File: src/rtl/clkcfg_pkg.sv
package clkcfg_pkg;

    typedef enum logic [2:0] {
        PH_IDLE,
        PH_RX,
        PH_RX_ACK,
        PH_TX,
        PH_TX_ACK
    } phase_e;

    typedef enum logic [1:0] {
        OM_NORMAL = 2'd0,
        OM_TEST   = 2'd1,
        OM_SPREAD = 2'd2,
        OM_HIZ    = 2'd3
    } out_mode_e;

    localparam logic [1:0] HDR_ADDR = 2'd0;
    localparam logic [1:0] HDR_DATA = 2'd3;
    localparam logic [7:0] EMPTY_BYTE = 8'hFF;

endpackage

File: src/rtl/clkcfg_line_sync.sv
module clkcfg_line_sync #(
    parameter int LINES = 2
) (
    input  logic             clk,
    input  logic             rst_n,
    input  logic [LINES-1:0] raw_i,
    output logic [LINES-1:0] cur_o,
    output logic [LINES-1:0] prv_o
);
    for (genvar g = 0; g < LINES; g++) begin : g_line
        logic s1_q, s2_q, s3_q;
        always_ff @(posedge clk or negedge rst_n) begin
            if (!rst_n) begin
                s1_q <= 1'b1;
                s2_q <= 1'b1;
                s3_q <= 1'b1;
            end else begin
                s1_q <= raw_i[g];
                s2_q <= s1_q;
                s3_q <= s2_q;
            end
        end
        assign cur_o[g] = s2_q;
        assign prv_o[g] = s3_q;
    end
endmodule

File: src/rtl/clkcfg_reg_bank.sv
module clkcfg_reg_bank
    import clkcfg_pkg::*;
#(
    parameter int NUM_REGS = 6,
    localparam int IDX_W = $clog2(NUM_REGS + 1)
) (
    input  logic                  clk,
    input  logic                  rst_n,
    input  logic                  wr_en,
    input  logic [IDX_W-1:0]      wr_idx,
    input  logic [7:0]            wr_data,
    input  logic [IDX_W-1:0]      rd_idx,
    output logic [7:0]            rd_data,
    output logic [8*NUM_REGS-1:0] bytes_o
);
    logic [7:0] mem_q [NUM_REGS];

    for (genvar g = 0; g < NUM_REGS; g++) begin : g_reg
        localparam logic [7:0] RST_VAL = (g == 0) ? 8'h00 : 8'hFF;
        always_ff @(posedge clk or negedge rst_n) begin
            if (!rst_n)
                mem_q[g] <= RST_VAL;
            else if (wr_en && (wr_idx == IDX_W'(g)))
                mem_q[g] <= wr_data;
        end
        assign bytes_o[8*g +: 8] = mem_q[g];
    end

    always_comb begin
        rd_data = EMPTY_BYTE;
        for (int i = 0; i < NUM_REGS; i++)
            if (rd_idx == IDX_W'(i)) rd_data = mem_q[i];
    end
endmodule

File: src/rtl/clkcfg_serial_slave.sv
module clkcfg_serial_slave
    import clkcfg_pkg::*;
#(
    parameter logic [6:0] DEV_ADDR = 7'h69,
    parameter int         NUM_REGS = 6
) (
    input  logic                  clk,
    input  logic                  rst_n,
    input  logic                  pd_req,
    input  logic                  scl_i,
    input  logic                  sda_i,
    output logic                  sda_oe,
    output logic [8*NUM_REGS-1:0] cfg_bytes,
    output logic [1:0]            out_mode
);
    localparam int PTR_W = $clog2(NUM_REGS + 1);

    typedef struct packed {
        phase_e           ph;
        logic [3:0]       bitcnt;
        logic [7:0]       shreg;
        logic [1:0]       hdr;
        logic             is_read;
        logic             nack;
        logic [PTR_W-1:0] ptr;
        logic             sda_oe;
    } st_t;

    st_t st_d, st_q;

    logic [1:0] cur, prv;
    logic scl_s, sda_s, scl_p, sda_p;
    logic scl_rise, scl_fall, bus_start, bus_stop;
    logic wr_en;
    logic [7:0] rd_data;

    clkcfg_line_sync #(.LINES(2)) u_sync (
        .clk   (clk),
        .rst_n (rst_n),
        .raw_i ({scl_i, sda_i}),
        .cur_o (cur),
        .prv_o (prv)
    );

    assign {scl_s, sda_s} = cur;
    assign {scl_p, sda_p} = prv;
    assign scl_rise  = scl_s & ~scl_p;
    assign scl_fall  = ~scl_s & scl_p;
    assign bus_start = scl_s & scl_p & sda_p & ~sda_s;
    assign bus_stop  = scl_s & scl_p & ~sda_p & sda_s;

    clkcfg_reg_bank #(.NUM_REGS(NUM_REGS)) u_bank (
        .clk     (clk),
        .rst_n   (rst_n),
        .wr_en   (wr_en),
        .wr_idx  (st_q.ptr),
        .wr_data (st_q.shreg),
        .rd_idx  (st_q.ptr),
        .rd_data (rd_data),
        .bytes_o (cfg_bytes)
    );

    always_comb begin
        st_d  = st_q;
        wr_en = 1'b0;
        if (pd_req) begin
            st_d.ph     = PH_IDLE;
            st_d.sda_oe = 1'b0;
        end else if (bus_start) begin
            st_d.ph     = PH_RX;
            st_d.bitcnt = 4'd0;
            st_d.hdr    = HDR_ADDR;
            st_d.sda_oe = 1'b0;
        end else if (bus_stop) begin
            st_d.ph     = PH_IDLE;
            st_d.sda_oe = 1'b0;
        end else begin
            unique case (st_q.ph)
                PH_RX: begin
                    if (scl_rise && st_q.bitcnt != 4'd8) begin
                        st_d.shreg  = {st_q.shreg[6:0], sda_s};
                        st_d.bitcnt = st_q.bitcnt + 4'd1;
                    end else if (scl_fall && st_q.bitcnt == 4'd8) begin
                        st_d.sda_oe = 1'b1;
                        st_d.ph     = PH_RX_ACK;
                        if (st_q.hdr == HDR_ADDR) begin
                            st_d.is_read = st_q.shreg[0];
                            st_d.ptr     = '0;
                            if (st_q.shreg[7:1] != DEV_ADDR) begin
                                st_d.sda_oe = 1'b0;
                                st_d.ph     = PH_IDLE;
                            end
                        end else if (st_q.hdr == HDR_DATA &&
                                     st_q.ptr < PTR_W'(NUM_REGS)) begin
                            wr_en    = 1'b1;
                            st_d.ptr = st_q.ptr + 1'b1;
                        end
                        if (st_q.hdr != HDR_DATA) st_d.hdr = st_q.hdr + 2'd1;
                    end
                end
                PH_RX_ACK, PH_TX_ACK: begin
                    if (scl_rise) st_d.nack = sda_s;
                    if (scl_fall) begin
                        st_d.sda_oe = 1'b0;
                        st_d.bitcnt = 4'd0;
                        if (st_q.ph == PH_TX_ACK && st_q.nack) begin
                            st_d.ph = PH_IDLE;
                        end else if (st_q.is_read) begin
                            st_d.ph     = PH_TX;
                            st_d.shreg  = rd_data;
                            st_d.sda_oe = ~rd_data[7];
                            if (st_q.ptr < PTR_W'(NUM_REGS))
                                st_d.ptr = st_q.ptr + 1'b1;
                        end else begin
                            st_d.ph = PH_RX;
                        end
                    end
                end
                PH_TX: begin
                    if (scl_fall) begin
                        if (st_q.bitcnt == 4'd7) begin
                            st_d.sda_oe = 1'b0;
                            st_d.nack   = 1'b1;
                            st_d.ph     = PH_TX_ACK;
                        end else begin
                            st_d.bitcnt = st_q.bitcnt + 4'd1;
                            st_d.shreg  = {st_q.shreg[6:0], 1'b0};
                            st_d.sda_oe = ~st_q.shreg[6];
                        end
                    end
                end
                default: st_d.sda_oe = 1'b0;
            endcase
        end
    end

    always_ff @(posedge clk or negedge rst_n) begin
        if (!rst_n) begin
            st_q <= '{ph: PH_IDLE, default: '0};
        end else begin
            st_q <= st_d;
        end
    end

    assign sda_oe   = st_q.sda_oe;
    assign out_mode = cfg_bytes[1:0];
endmodule

File: config.mk
export PLATFORM = sky130hd
export DESIGN_NAME = clkcfg_serial_slave
export DESIGN_NICKNAME = d
export VERILOG_FILES = /design/src/rtl/clkcfg_pkg.sv /design/src/rtl/clkcfg_line_sync.sv /design/src/rtl/clkcfg_reg_bank.sv /design/src/rtl/clkcfg_serial_slave.sv
export SDC_FILE = /design/constraint.sdc
export NUM_CORES = 1
export LEC_CHECK = 0
export ABC_AREA = 1
export BUFFER_PORTS_ARGS = -buffer_cell sky130_fd_sc_hd__buf_4
export CAP_MARGIN = 10
export CORE_ASPECT_RATIO = 0.75
export CORE_UTILIZATION = 28
export DETAILED_ROUTE_END_ITERATION = 7
export PLACE_DENSITY = 0.44
export SLEW_MARGIN = 30
export SYNTH_ARGS = -nofsm -noshare
export SYNTH_HDL_FRONTEND = slang
export SYNTH_HIERARCHICAL = 1
export SYNTH_SLANG_ARGS = --single-unit
File: constraint.sdc
create_clock -name clk -period 1.91 [get_ports clk]
set_input_delay 0.0955 -clock clk [delete_from_list [all_inputs] [get_ports clk]]
set_output_delay 0.0955 -clock clk [all_outputs]
set_load 0.1 [all_outputs]
==> results of run 1 <==
-- kinds of logic (layout without fill, tap and decap cells) --
group,Yosys count,after routing,share of synthesized area [%]
and+or+nand+nor,339,341,35.9
DFF,77,77,46.4
buffers and inverters,71,164,7.43
AOI/OAI and AO/OA,68,68,8.39
adders and majority gates,5,5,1.46
xor gates and xnor gates,2,2,0.409
-- report_power, final --
group          switching (mW)  total, mW  internal, mW
clock                   0.699       1.74          1.04
sequential             0.0308       1.71          1.68
combinational           0.215      0.339         0.124
total                   0.945       3.79          2.85
-- area by class of cell --
type                            count  share of cell area, %
Inverter                           52                   3.45
Sequential cell                    77                   34.3
Clock inverter                      4                  0.432
Multi-Input combinational cell    416                   38.9
Timing Repair Buffer               96                   13.8
Clock buffer                       12                   4.81
Tap cell                          200                   4.32
-- cells in the mapped netlist (all sizes together) --
master	n
nand4	4
nand2	192
o21ai	59
buf	13
inv	52
a21boi	1
ha	5
nor4	1
clkbuf	6
xor2	2
or2	1
dfrtp	31
nand3b	15
dfstp	46
a21oi	6
nor3	2
o21bai	1
o21a	1
nor2	63
nand3	61
-- routing by layer --
metal | up-vias | track usage (%)
met5 | - | 0
met3 | 9 | 3.69
met2 | 95 | 24.7
li1 | 1993 | -
met4 | 0 | 5.19
met1 | 1909 | 28.2
-- sequential cells by signal, summed over array words and instances, names as in the netlist --
register	flops
u_sync/g_line.s2_q	2
st_q	22
u_sync/g_line.s1_q	2
u_sync/g_line.s3_q	2
sda_oe	1
u_bank/bytes_o	48
-- worst max-delay path, delay by kind of cell, from the launching register on --
kind | cells | cell delay [ns]
AOI/OAI and AO/OA | 1 | 0.05
and+or+nand+nor | 8 | 0.96
buffers and inverters | 3 | 0.25
DFF | 1 | 0.56
-- path summary, 6_finish.rpt --
check,endpoint,slack (ns),cells after the start
worst max-delay path,u_bank/bytes_o[25],-0.008,12
worst min-delay path,st_q[20],0.1,4
worst max register to register,u_bank/bytes_o[25],-0.008,12
worst min register to register,u_sync/g_line[0].s2_q,0.36,0
max in group asynchronous,u_bank/bytes_o[43],0.95,3
min in group asynchronous,u_bank/bytes_o[4],0.30,2
-- per-stage QoR --
stage               power, mW  hold slack [ns]  utilization, %
finish                   3.79           0.0995            39.5
global route             3.98            0.103            39.5
CTS                      3.84           0.0804            38.0
detailed placement       2.07            0.118            35.2
global placement         2.06            0.113            35.2
floorplan                1.91           -0.200               -
-- what timing repair did --
item,CTS,global route
pin swaps,4,4
resized for setup,11,68
setup endpoints to repair,33,56
setup buffers,3,2
endpoints found under the hold margin,19,0
cloned,1,2
hold buffers,3,0
==> metrics.md, run 1 <==
| Metric | Value |
|---|---|
| Final Non-Filler Cells | `857` |
| Tightest Pin Transition | `0.536 ns` |
| Routed wl met2 | `5.43 mm` |
| CP startpoint | `u_sync/g_line[0].s2_q` |
| Final instance area | `~5800 µm²` |
| Failing checks | `negative setup slack` |
| Maximum VDD drop | `0.415 mV` |
| Cell Pwr Density | `between 600 and 700 nW/µm²` |
| FF/Latch Area | `slightly below 2000 µm²` |
| Cell Chain, Critical Path | `nor2_4, nand2_4, nand2_4, nor2_8, inv_4, nor4_4, inv_2, nor2_4, buf_6, nand3_4, nand2_1, o21ai_2` |
| Crit path DAT | `2.18 ns` |
| Clk Latency, worst-skew pair | `roughly 0.35 ns` |
| Slew headroom | `64.3%` |
| Detailed Place HPWL | `approximately 9.7 mm` |
| TritonRoute pass-1 iters | `4` |
| Core area | `~15000 µm²` |
| Row cnt | `38` |
| PortBufs | `55` |
| DIE WIDTH | `between 100 and 150 µm` |
| Fin crit period | `1.92 ns` |
| Final setup violation count | `1` |
| Yosys warning count | `6` |
| Die Span Y | `between 100 and 150 µm` |
| DRT antenna net count | `0` |
| GRT Overall Usage | `18.2%` |
| CP endpoint kind | `flip-flop` |
| Filler Cell Count | `approximately 1.5k` |
| CTS buffer count | `9` |
| Area Growth Syn to Fin | `35.5%` |
| Most frequent cells in the layout | `158 x nand2_1, 84 x buf_4, 57 x nand3_1, 51 x nor2_1, 46 x dfstp_2` |
| CTS tree | `done` |
| Setup Skew | `slightly below 0.01 ns` |
| Clock root cell | `clkbuf_16` |
| LEAKAGE | `between 2 and 3 nW` |
| Die footprint | `roughly 16000 µm²` |
| Initial antenna violation count | `0` |
| Initial Util | `between 20% and 30%` |
| Clk sink count | `77` |
| Wl on met1 | `~7 mm` |
| Synth top area share | `roughly 28%` |
| Mean Syn Cell Area | `7.61 µm²` |
| Max-slew violations | `0` |
| Sequential fraction of the synthesis area | `46.4%` |
| Period Utilization, post-route | `100%` |
| Nets | `approximately 660` |
| Mapped Cells | `562` |
| Via count | `about 4k` |
| Drt drc | `0` |
| Area occupied by multi-input gates | `roughly 2300 µm²` |
| Dpl cells | `830` |
| Overflow left after global routing | `0` |
| WL met3 | `roughly 630 µm` |
| ANT cells | `0` |
| Largest net degree at the start of global routing | `40` |
| First-pass GRT wire length | `20.9 mm` |
| Vias per cell | `roughly 4.7` |
| PnR worst setup slack | `-0.00832 ns` |
| Slowest CP cell | `dfstp_2` |
| CTS Buffer Depth | `2` |
| Max Clock Freq | `521 MHz` |
| Unrepaired setup endpoints after global routing | `true` |
| WS Path Type | `flip-flop to flip-flop` |
| Pre-CTS WS | `-0.163 ns` |
| Reg2reg start | `u_sync/g_line[0].s2_q` |
| Hold_sp | `pd_req` |
| WL final | `roughly 13 mm` |
| Yosys top cell by area | `dfstp_2` |
| Crit-path max cell delay | `0.56 ns` |
| Min-Delay Path Class | `primary input to flip-flop` |
| Max Cap Viol | `0` |
| Data required time of the worst path | `approximately 2.2 ns` |
| Ports | `56` |
| Net count after synthesis | `about 570` |
| H-tree depth | `3` |
| Synthesized area | `around 4300 µm²` |
| Placement Cell Area | `roughly 5200 µm²` |
| Clk slew on worst S/H paths | `~0.060 ns` |
| Highest routing layer actually used | `met4` |
| DR iter-0 viols | `between 300 and 400` |
| CP startpoint kind | `flip-flop` |
| CP Max Fanout | `8` |
| Number of global-route vias before repair | `3758` |
| Status | `finished, violations left` |
| Post-synthesis register bit count | `a little under 80` |
| Post-synthesis cell type count | `32` |
| Mean routed wirelength per cell | `approximately 16 µm` |
| Hold Fails Final Rpt | `0` |
| Commonest non-fill, non-tap cell in the layout | `nand2_1` |
| Final Wtd Congestion | `0.808` |
| Setup TNS Final | `-0.00832 ns` |
| Ranking of synthesized cells by area | `dfstp_2 28%, dfrtp_1 18%, nand2_1 16%` |
| Layout cells sized above 1 | `a little over a third` |
Note: power is estimated with default switching activity, not from simulation.
==> run 2, diff against run 1 <==
--- a/config.mk
+++ b/config.mk
@@ -12,6 +12,7 @@
 export CORE_UTILIZATION = 28
 export DETAILED_ROUTE_END_ITERATION = 7
 export PLACE_DENSITY = 0.44
+export REMOVE_ABC_BUFFERS = 1
 export SLEW_MARGIN = 30
 export SYNTH_ARGS = -nofsm -noshare
 export SYNTH_HDL_FRONTEND = slang
==> run 2 against run 1 <==
Clock skew down 0.0020 ns. Sequential share of layout area down 0.24 points. First-iteration DRC count down 23%. Critical endpoint unchanged. Design area up 0.52%. The run now ends clean. Worst hold slack worse by 0.0073 ns. Die area unchanged. Maximum frequency up 0.55%. Critical path depth down 1. Clock power about the same. Combinational power down 3%.
==> metrics.md, run 2 (same netlist as run 1, synthesis figures left out) <==
| Metric | Value |
|---|---|
| Status | `completed (was finished, violations left)` |
| Unrepaired setup endpoints after global routing | `true (unchanged)` |
| CTS tree | `done (unchanged)` |
| WL final | `12.7 mm (was 13.4 mm)` |
| Cells on worst reg2reg path | `11 (was 12)` |
| CP startpoint | `u_sync/g_line[1].s3_q (was u_sync/g_line[0].s2_q)` |
| Hold_sp | `pd_req (unchanged)` |
| Period Utilization, post-route | `99.9% (was 100%)` |
| Die Span Y | `109 µm (unchanged)` |
| Clk sink count | `77 (unchanged)` |
| Final Util | `39.7% (was 39.5%)` |
| Data required time of the worst path | `2.18 ns (was 2.17 ns)` |
| Layout cells sized above 1 | `36.8% (was 36.2%)` |
| CP Max Fanout | `8 (unchanged)` |
| DIE WIDTH | `145 µm (unchanged)` |
| CP top delay family | `simple AND/OR/NAND/NOR gates (unchanged)` |
| Mean routed wirelength per cell | `14.7 µm (was 15.6 µm)` |
| Crit-path max cell delay | `0.56 ns (about the same)` |
| First-pass GRT wire length | `20.5 mm (was 20.9 mm)` |
| Maximum VDD drop | `0.422 mV (was 0.415 mV)` |
| Largest net degree at the start of global routing | `45 (was 40)` |
| Setup Skew | `0.00779 ns (was 0.00980 ns)` |
| Clk Latency, worst-skew pair | `0.35 ns (about the same)` |
| Hold-critical path endpoint | `st_q[20] (unchanged)` |
| Core area | `14700 µm² (unchanged)` |
| Fin crit period | `1.91 ns (was 1.92 ns)` |
| Worst path bufs/invs | `4 (was 3)` |
| Clock root cell | `clkbuf_16 (unchanged)` |
| Vias per cell | `4.58 (was 4.67)` |
| Die footprint | `15800 µm² (unchanged)` |
| Final instance area | `5830 µm² (was 5800 µm²)` |
| WS Path Type | `flip-flop to flip-flop (unchanged)` |
| Slew headroom | `68.9% (was 64.3%)` |
| Max FFs per register | `48 (unchanged)` |
| Final setup violation count | `0 (was 1)` |
| LEAKAGE | `2.71 nW (was 2.72 nW)` |
| Worst r2r dst | `u_bank/bytes_o[25] (unchanged)` |
| PortBufs | `55 (unchanged)` |
| H-tree depth | `3 (unchanged)` |
| Crit path DAT | `2.18 ns (about the same)` |
| Reg2reg start | `u_sync/g_line[1].s3_q (was u_sync/g_line[0].s2_q)` |
| Final Wtd Congestion | `0.809 (was 0.808)` |
| Most frequent cells in the layout | `161 x nand2_1, 89 x buf_4, 57 x nand3_1, 52 x nor2_1, 46 x dfstp_2 (was 158 x nand2_1, 84 x buf_4, 57 x nand3_1, 51 x nor2_1, 46 x dfstp_2)` |
| Max Clock Freq | `524 MHz (was 521 MHz)` |
| DRT antenna net count | `0 (unchanged)` |
| ANT cells | `0 (unchanged)` |
| CTS buffer count | `9 (unchanged)` |
| Slowest CP cell | `dfstp_2 (unchanged)` |
| Hold Fails Final Rpt | `0 (unchanged)` |
| Cell Pwr Density | `644 nW/µm² (was 654 nW/µm²)` |
| Area occupied by multi-input gates | `2190 µm² (was 2250 µm²)` |
| Detailed Place HPWL | `9.16 mm (was 9.66 mm)` |
| Commonest non-fill, non-tap cell in the layout | `nand2_1 (unchanged)` |
| Overflow left after global routing | `0 (unchanged)` |
| GRT Overall Usage | `17.6% (was 18.2%)` |
| Stages on worst setup path | `11 (was 12)` |
| Ports | `56 (unchanged)` |
| DR iter-0 viols | `257 (was 332)` |
| Initial antenna violation count | `0 (unchanged)` |
| CTS Buffer Depth | `2 (unchanged)` |
| Cell Chain, Critical Path | `nand2_1, nor2_4, inv_2, nor4_2, buf_4, inv_2, nor2_4, nand3_2, buf_8, nand2_1, o21ai_2 (was nor2_4, nand2_4, nand2_4, nor2_8, inv_4, nor4_4, inv_2, nor2_4, buf_6, nand3_4, nand2_1, o21ai_2)` |
| Max-slew violations | `0 (unchanged)` |
| Clk slew on worst S/H paths | `0.07 ns (was 0.06 ns)` |
| FF/Latch Area | `1980 µm² (was 1990 µm²)` |
| Via count | `3958 (was 4006)` |
| Hold Path Cell Cnt | `4 (unchanged)` |
| Number of global-route vias before repair | `3769 (was 3758)` |
| Tightest Pin Transition | `0.466 ns (was 0.536 ns)` |
| Initial Util | `29.1% (unchanged)` |
| Area Growth Syn to Fin | `36.2% (was 35.5%)` |
| Filler Cell Count | `1517 (was 1513)` |
| R2r setup slk | `0.002 ns (was -0.008 ns)` |
| Drt drc | `0 (unchanged)` |
| Row cnt | `38 (unchanged)` |
| CP startpoint kind | `flip-flop (unchanged)` |
| CP endpoint kind | `flip-flop (unchanged)` |
| Nets | `670 (was 662)` |
| TritonRoute pass-1 iters | `4 (unchanged)` |
| Min-Delay Path Class | `primary input to flip-flop (unchanged)` |
| Placement Cell Area | `5160 µm² (was 5170 µm²)` |
| Max Cap Viol | `0 (unchanged)` |
-- run 2: changes by cell type in the layout (fill, tap and decap cells not counted), moves of 4 or more --
cell     before  now
o21ai_0      23   17
buf_4        84   89
nand2_2      24   20
o21ai_1      22   26
-- run 2: cell type report --
| class | instances | area share, % |
|---|---|---|
| sequential | 77 | 34.1 |
| clock buffer | 11 | 4.53 |
| inverter | 52 | 3.35 |
| multi-input combinational | 414 | 37.6 |
| clock inverter | 5 | 0.558 |
| timing repair buffer | 106 | 15.7 |
| tap | 200 | 4.29 |
-- run 2: layer usage --
layer	track usage [%]	share of wire (%)	wire length [µm]
met5	0	0	0
met4	4.96	0.57	72
met2	24.0	40	5060
met1	27.0	56	7120
met3	4.13	3.7	466
-- run 2: timing repair --
action,in CTS,in global routing
endpoints found under the hold margin,15,0
pin swaps,4,8
setup buffers,1,3
setup endpoints to repair,36,57
cloned,3,0
hold buffers,3,0
gates resized for setup,42,78
-- run 2: metrics by stage --
| step | std cells | hold WS, ns | power [mW] | setup TNS, ns | setup WS, ns |
|---|---|---|---|---|---|
| floorplan | 543 | -0.200 | 1.88 | -2.53 | -0.360 |
| global placement | 839 | 0.0830 | 2.04 | -0.0157 | -0.00451 |
| detailed placement | 839 | 0.0915 | 2.05 | -1.49 | -0.111 |
| CTS | 862 | 0.0760 | 3.80 | -0.000282 | -0.000282 |
| global route | 865 | 0.101 | 3.92 | -3.25 | -0.125 |
| finish | 865 | 0.0922 | 3.75 | 0 | 0.00215 |
-- run 2: worst max-delay path by stage --
| stage | to | slack [ns] |
|---|---|---|
| finish | u_bank/bytes_o[25] | 0.002 |
| global route | u_bank/bytes_o[29] | -0.13 |
| CTS | u_bank/bytes_o[16] | -0.0003 |
| detailed placement | u_bank/bytes_o[16] | -0.11 |
| global placement | u_bank/bytes_o[17] | -0.005 |
| floorplan | st_q[8] | -0.36 |
-- run 2: worst reg2reg max path: cells and delay by family, from the launching register on --
family | cells | cell delay [ns]
buf+inv | 4 | 0.43
simple gates | 6 | 0.82
flops | 1 | 0.56
compound gates | 1 | 0.05
-- run 2: power breakdown --
group	internal (mW)	switching, mW	total, mW
clock	0.990	0.716	1.71
sequential	1.68	0.0331	1.71
combinational	0.124	0.206	0.330
